$ cat config.mk
export PLATFORM = sky130hd
export DESIGN_NAME = rst_seq_ctrl
export DESIGN_NICKNAME = d
export VERILOG_FILES = /design/src/rtl/rsc_pkg.sv /design/src/rtl/rsc_fsm.sv /design/src/rtl/rsc_regs.sv /design/src/rtl/rst_seq_ctrl.sv
export SDC_FILE = /design/constraint.sdc
export NUM_CORES = 1
export LEC_CHECK = 0
export CAP_MARGIN = 20
export CORE_UTILIZATION = 37
export CTS_BUF_LIST = sky130_fd_sc_hd__clkbuf_16
export CTS_CLUSTER_DIAMETER = 80
export DETAILED_ROUTE_END_ITERATION = 8
export SETUP_SLACK_MARGIN = 0.1
export SLEW_MARGIN = 10
export SYNTH_ARGS = -nofsm -noshare
export SYNTH_HDL_FRONTEND = slang
export SYNTH_SLANG_ARGS = --single-unit
$ cat constraint.sdc
create_clock -name clk -period 2.1 [get_ports clk]
set_input_delay 0.21 -clock clk [delete_from_list [all_inputs] [get_ports clk]]
set_output_delay 0.21 -clock clk [all_outputs]
set_load 0.005 [all_outputs]
$ cat src/rtl/rsc_pkg.sv
package rsc_pkg;

    typedef enum logic [2:0] {
        ST_IDLE,
        ST_ASSERT,
        ST_COUNT,
        ST_SAMPLE,
        ST_HOLD4,
        ST_RELEASE
    } seq_state_e;

    typedef enum logic [1:0] {
        SRC_NONE,
        SRC_SCAN,
        SRC_SYS,
        SRC_EXT
    } src_e;

    localparam int  HOLD_CYCLES = 4;
    localparam logic ADDR_CTRL  = 1'b0;
    localparam logic ADDR_STAT  = 1'b1;

    typedef struct packed {
        logic [1:0] boot;
        logic       wake;
    } cfg_t;

    typedef struct packed {
        logic flag_ext;
        logic flag_sys;
    } flags_t;

    typedef struct packed {
        logic latch;
        logic sample;
        logic sys_done;
        logic ext_done;
    } seq_evt_t;

    // status layout: [6:5] boot, [4] wake, [1] ext flag, [0] sys flag
    function automatic logic [7:0] pack_status(flags_t f, cfg_t c);
        return {1'b0, c.boot, c.wake, 2'b00, f.flag_ext, f.flag_sys};
    endfunction

endpackage

$ cat src/rtl/rsc_fsm.sv
module rsc_fsm
    import rsc_pkg::*;
#(
    parameter int CNT_CYCLES = 16
) (
    input  logic       clk,
    input  logic       rst,
    input  logic       scan_req,
    input  logic       start_sys,
    input  logic       start_ext,
    output seq_state_e state,
    output src_e       src,
    output seq_evt_t   evt
);
    localparam int CNT_W = $clog2(CNT_CYCLES + HOLD_CYCLES) + 1;
    localparam logic [CNT_W-1:0] CNT_LAST  = CNT_W'(CNT_CYCLES - 1);
    localparam logic [CNT_W-1:0] HOLD_LAST = CNT_W'(HOLD_CYCLES - 1);

    seq_state_e       nxt_state;
    src_e             nxt_src;
    logic [CNT_W-1:0] cnt, nxt_cnt;
    logic             scan_take;

    always_comb begin
        nxt_state = state;
        nxt_src   = src;
        nxt_cnt   = cnt + 1'b1;
        evt       = '0;
        scan_take = scan_req && !(state == ST_ASSERT && src == SRC_SCAN);
        if (scan_take) begin
            nxt_state = ST_ASSERT;
            nxt_src   = SRC_SCAN;
            nxt_cnt   = '0;
            evt.latch = 1'b1;
        end else begin
            case (state)
                ST_IDLE: begin
                    nxt_cnt = '0;
                    if (start_sys) begin
                        nxt_state = ST_ASSERT;
                        nxt_src   = SRC_SYS;
                        evt.latch = 1'b1;
                    end else if (start_ext) begin
                        nxt_state = ST_COUNT;
                        nxt_src   = SRC_EXT;
                    end
                end
                ST_ASSERT: begin
                    nxt_cnt = '0;
                    if (src != SRC_SCAN || !scan_req) nxt_state = ST_COUNT;
                end
                ST_COUNT: begin
                    if (cnt == CNT_LAST) begin
                        nxt_cnt = '0;
                        if (src == SRC_EXT) begin
                            nxt_state    = ST_RELEASE;
                            evt.ext_done = 1'b1;
                        end else begin
                            nxt_state = ST_SAMPLE;
                        end
                    end
                end
                ST_SAMPLE: begin
                    nxt_cnt    = '0;
                    evt.sample = 1'b1;
                    nxt_state  = (src == SRC_SYS) ? ST_HOLD4 : ST_RELEASE;
                end
                ST_HOLD4: begin
                    if (cnt == HOLD_LAST) begin
                        nxt_cnt      = '0;
                        nxt_state    = ST_RELEASE;
                        evt.sys_done = 1'b1;
                    end
                end
                default: begin
                    nxt_cnt   = '0;
                    nxt_state = ST_IDLE;
                    nxt_src   = SRC_NONE;
                end
            endcase
        end
    end

    always_ff @(posedge clk) begin
        if (rst) begin
            state <= ST_IDLE;
            src   <= SRC_NONE;
            cnt   <= '0;
        end else begin
            state <= nxt_state;
            src   <= nxt_src;
            cnt   <= nxt_cnt;
        end
    end

endmodule

$ cat src/rtl/rsc_regs.sv
module rsc_regs
    import rsc_pkg::*;
(
    input  logic       clk,
    input  logic       rst,
    input  seq_evt_t   evt,
    input  logic       wake_in,
    input  logic       pll_in,
    input  logic [1:0] boot_in,
    input  logic       clr_wr,
    input  logic [1:0] clr_mask,
    output flags_t     flags,
    output cfg_t       cfg,
    output logic       wake_apply,
    output logic       pll_mode
);
    flags_t nxt_flags;

    always_comb begin
        nxt_flags = flags;
        if (clr_wr) nxt_flags = flags_t'(flags & ~clr_mask);
        if (evt.sys_done) begin
            nxt_flags.flag_sys = 1'b1;
            nxt_flags.flag_ext = 1'b0;
        end
        if (evt.ext_done) nxt_flags.flag_ext = 1'b1;
    end

    always_ff @(posedge clk) begin
        if (rst) begin
            flags      <= '0;
            cfg        <= '0;
            wake_apply <= 1'b0;
            pll_mode   <= 1'b0;
        end else begin
            flags <= nxt_flags;
            if (evt.latch) begin
                wake_apply <= wake_in;
                pll_mode   <= pll_in;
            end
            if (evt.sample) cfg <= '{boot: boot_in, wake: wake_in};
        end
    end

endmodule

$ cat src/rtl/rst_seq_ctrl.sv
module rst_seq_ctrl
    import rsc_pkg::*;
#(
    parameter int CNT_CYCLES = 16
) (
    input  logic       clk,
    input  logic       rst,
    input  logic       scan_rst_req,
    input  logic       scan_ext_lvl,
    input  logic       wake_cfg_in,
    input  logic       pll_mode_in,
    input  logic [1:0] boot_cfg_in,
    input  logic       reg_wr,
    input  logic       reg_addr,
    input  logic [1:0] reg_wbits,
    output logic [7:0] reg_rdata,
    output logic       core_rst_o,
    output logic       ext_rst_o,
    output logic       wake_apply_o,
    output logic       pll_mode_o,
    output logic       busy_o
);
    seq_state_e state;
    src_e       src;
    seq_evt_t   evt;
    flags_t     flags;
    cfg_t       cfg;
    logic       ctrl_wr, in_seq;
    logic [7:0] ctrl_rd, stat_rd;

    assign ctrl_wr = reg_wr && (reg_addr == ADDR_CTRL);

    rsc_fsm #(.CNT_CYCLES(CNT_CYCLES)) u_fsm (
        .clk       (clk),
        .rst       (rst),
        .scan_req  (scan_rst_req),
        .start_sys (ctrl_wr && reg_wbits[0]),
        .start_ext (ctrl_wr && reg_wbits[1]),
        .state     (state),
        .src       (src),
        .evt       (evt)
    );

    rsc_regs u_regs (
        .clk        (clk),
        .rst        (rst),
        .evt        (evt),
        .wake_in    (wake_cfg_in),
        .pll_in     (pll_mode_in),
        .boot_in    (boot_cfg_in),
        .clr_wr     (reg_wr && (reg_addr == ADDR_STAT)),
        .clr_mask   (reg_wbits),
        .flags      (flags),
        .cfg        (cfg),
        .wake_apply (wake_apply_o),
        .pll_mode   (pll_mode_o)
    );

    assign in_seq  = (state == ST_ASSERT) || (state == ST_COUNT) ||
                     (state == ST_SAMPLE) || (state == ST_HOLD4);
    assign busy_o  = (state != ST_IDLE);

    assign core_rst_o = in_seq && (src != SRC_EXT);
    assign ext_rst_o  = (state == ST_ASSERT && src == SRC_SCAN) ? scan_ext_lvl
                                                                : (in_seq && src != SRC_SCAN);

    assign ctrl_rd   = {6'b0, busy_o && (src == SRC_EXT), busy_o && (src == SRC_SYS)};
    assign stat_rd   = pack_status(flags, cfg);
    assign reg_rdata = (reg_addr == ADDR_STAT) ? stat_rd : ctrl_rd;

endmodule

==> impl_metrics.ini <==
[synthesis]
synth_ff_type = dfxtp_1
synthSimpleGateAreaFrac_pct = 28.5
ys_seq_area_share_pct = 32.8
synth_edf_count = 0
synth_top_family_by_area = simple AND/OR/NAND/NOR gates
muxShareOfSynthArea_pct = 2.73
netlist-cell-type-count = 46
ys_seq_elements = 18
syn_area_um2 = 1100
yosysWarnings = 0
postSynthAreaPerCell_um2 = 8.26
async_flop_share_pct = 0
synth-compound-area-share_pct = 22.3
synth_fa_ha_area_share_pct = 1.14
synth-xor-area-share_pct = 3.19
synth_cells = 133

[timing]
finalCritPeriodShare_pct = 93.0
final_hold_viol_count = 0
worst_pin_slew_ps = 502
setup_viol = 0
slew_headroom_pct = 66.2
setup_tns_ps = 0
fin_skew_ps = 1.90
fin_crit_ps = 1950
fmax_mhz = 512
slew_viol_final = 0
grt_setup_unrepaired = true

[clock_network]
cts_root_buffer = clkbuf_16
htreeDepth = 1
clockBufferDepth = 2
clock-sinks = 18
numCtsBuffers = 3
cts_tree = built
clock_latency_ps = 250
worst_setup_hold_path_clk_slew_ps = 50
cts_setup_buffers = 0

[grt]
grt_usage_pct = 17.1
antenna_found_initial = 0
overflow = 0
grt_pass1_vias = 956
grt_pass1_wl_um = 4120
grt_start_max_net_pins = 13

[route]
ant_nets = 0
drt-vias-per-instance = 5.52
drtIter0Drc = 15
wire_per_inst_um = 13.4
wl_um = 2460
vias = 1010
drcViolationCount = 0
first_pass_iters = 4

[die]
initial_core_util_pct = 39.5
rows = 19
coreArea_um2 = 2780
die-area_um2 = 3190
pin_count = 25
die_y_um = 56.5
dieWidth_um = 56.5

[placed_design]
place_area_um2 = 1310
globalplace.congestion = 0.903
hpwl_um = 1830
portBuffers = 21

[run_status]
status = completed

[worst_setup_path]
cp.arrival_ps = 1740
timing.critical_path.required_ps = 1890
cp-start-kind = register
endpoint_kind = output port
cpMaxStageDelayCell = clkdlybuf4s50_1
crit_chain = or3b_4 -> o22ai_1 -> clkdlybuf4s50_1
path_class = reg2out
cpPeakStageDelay_ps = 520
path_max_fanout = 6

[pwr]
total_power_uw = 874
vdd_drop_max_uv = 586
p_per_area_nw_per_um2 = 626
leakage_nw = 0.521

[worst_hold_path]
min_path_type = reg2reg

[job]
cap_violations = 0

[finish]
drive_gt1_share_pct = 12.5
stdcell_area_um2 = 1400
layout-area-overhead-vs-synth_pct = 27.1
diodes = 0
layout.nets = 167
final_util_pct = 50.2
fillerInstances = 280
## power by group
part           switching, mW  internal (mW)  total [mW]
logic                 0.0613         0.0717       0.133
registers             0.0158          0.352       0.367
clock network          0.123          0.250       0.374
## repair_timing
| item | CTS | global route |
|---|---|---|
| gates resized for setup | 3 | 2 |
| pin swaps | 0 | 1 |
| hold endpoints to repair | 0 | 0 |
| setup endpoints to repair | 1 | 3 |
| hold buffers | 0 | 0 |
## state kept, by name, summed over array words and instances, names as in the netlist
register           count
u_fsm.cnt              6
u_regs.cfg             3
u_fsm.state            3
u_regs.wake_apply      1
u_fsm.src              2
u_regs.pll_mode        1
u_regs.flags           2
## critical path: cells and delay by family (launching register included)
| kind | cells | cell delay, ps |
|---|---|---|
| DFF | 1 | 350 |
| AOI/OAI and AO/OA | 1 | 180 |
| buffers and inverters | 1 | 520 |
| and+or+nand+nor | 1 | 450 |
## worst paths after layout
check                                    from                       to  slack, ps  cells after the start
hold reg to reg       u_fsm.cnt[0]$_SDFF_PP0_  u_fsm.cnt[0]$_SDFF_PP0_        450                      1
hold / removal        u_fsm.cnt[0]$_SDFF_PP0_  u_fsm.cnt[0]$_SDFF_PP0_        450                      1
setup / recovery  u_fsm.state[1]$_SDFFE_PP0P_                ext_rst_o        150                      3
setup reg to reg      u_fsm.cnt[0]$_SDFF_PP0_  u_fsm.cnt[3]$_SDFF_PP0_        450                      5
## through the flow
step	std cells	setup slack (ps)	hold slack [ps]
2_1_floorplan	135	684	357
3_3_place_gp	180	237	429
3_5_place_dp	180	216	447
4_1_cts	183	114	463
5_1_grt	183	95.7	481
6_report	183	148	452
## cells in the final DEF, fill, tap and decap left out, types with 2 or more instances in the layout
master           count
a21oi_1              9
a31oi_1              2
and2_1               3
and3_1               5
buf_4                4
clkbuf_16            3
clkdlybuf4s50_1     21
conb_1               3
dfxtp_1             15
dfxtp_2              2
inv_1                7
mux2i_1              3
nand2_1              7
nand3_1              6
nand3b_1             2
nor2_1              14
nor3_1               3
nor3b_2              2
o21ai_0              9
o31ai_1              2
o41ai_1              2
xor2_1               3
## metal layers
layer	vias to the layer above	track usage [%]	share of wire, %
met2	22	26.2	45
met3	4	5.30	3.7
met4	0	8.36	2.1
met5	-	0	0
li1	508	-	-
met1	476	21.5	49
## cell families after synthesis
family,Yosys count
DFF,18
AOI/OAI and AO/OA,36
adders and majority gates,1
other,1
muxes,3
xor gates and xnor gates,4
and+or+nand+nor,52
buffers and inverters,18
## cells in the mapped netlist (2+ instances only)
cell type,n,area share [%]
a21oi_1,9,4.1
a31oi_1,2,1.1
and2_1,3,1.7
and3_1,5,2.8
buf_2,4,1.8
buf_4,3,2.0
buf_6,2,2.0
clkbuf_1,2,0.68
dfxtp_1,18,33
inv_1,7,2.4
mux2i_1,3,2.7
nand2_1,7,2.4
nand3_1,6,2.7
nand3b_1,2,1.4
nor2_1,14,4.8
nor3_1,3,1.4
nor3b_2,2,2.3
o21ai_0,9,4.1
o31ai_1,2,1.4
o41ai_1,2,1.6
xor2_1,3,2.4
## final cells by class
type	count	area, um2	area share, %
multi-input combinational	99	649	46.5
timing repair buffer	25	240	17.2
clock buffer	3	75.1	5.38
tap	31	38.8	2.78
inverter	7	26.3	1.88
sequential	18	367	26.3
No activity file was read; power rests on OpenSTA's default activity.
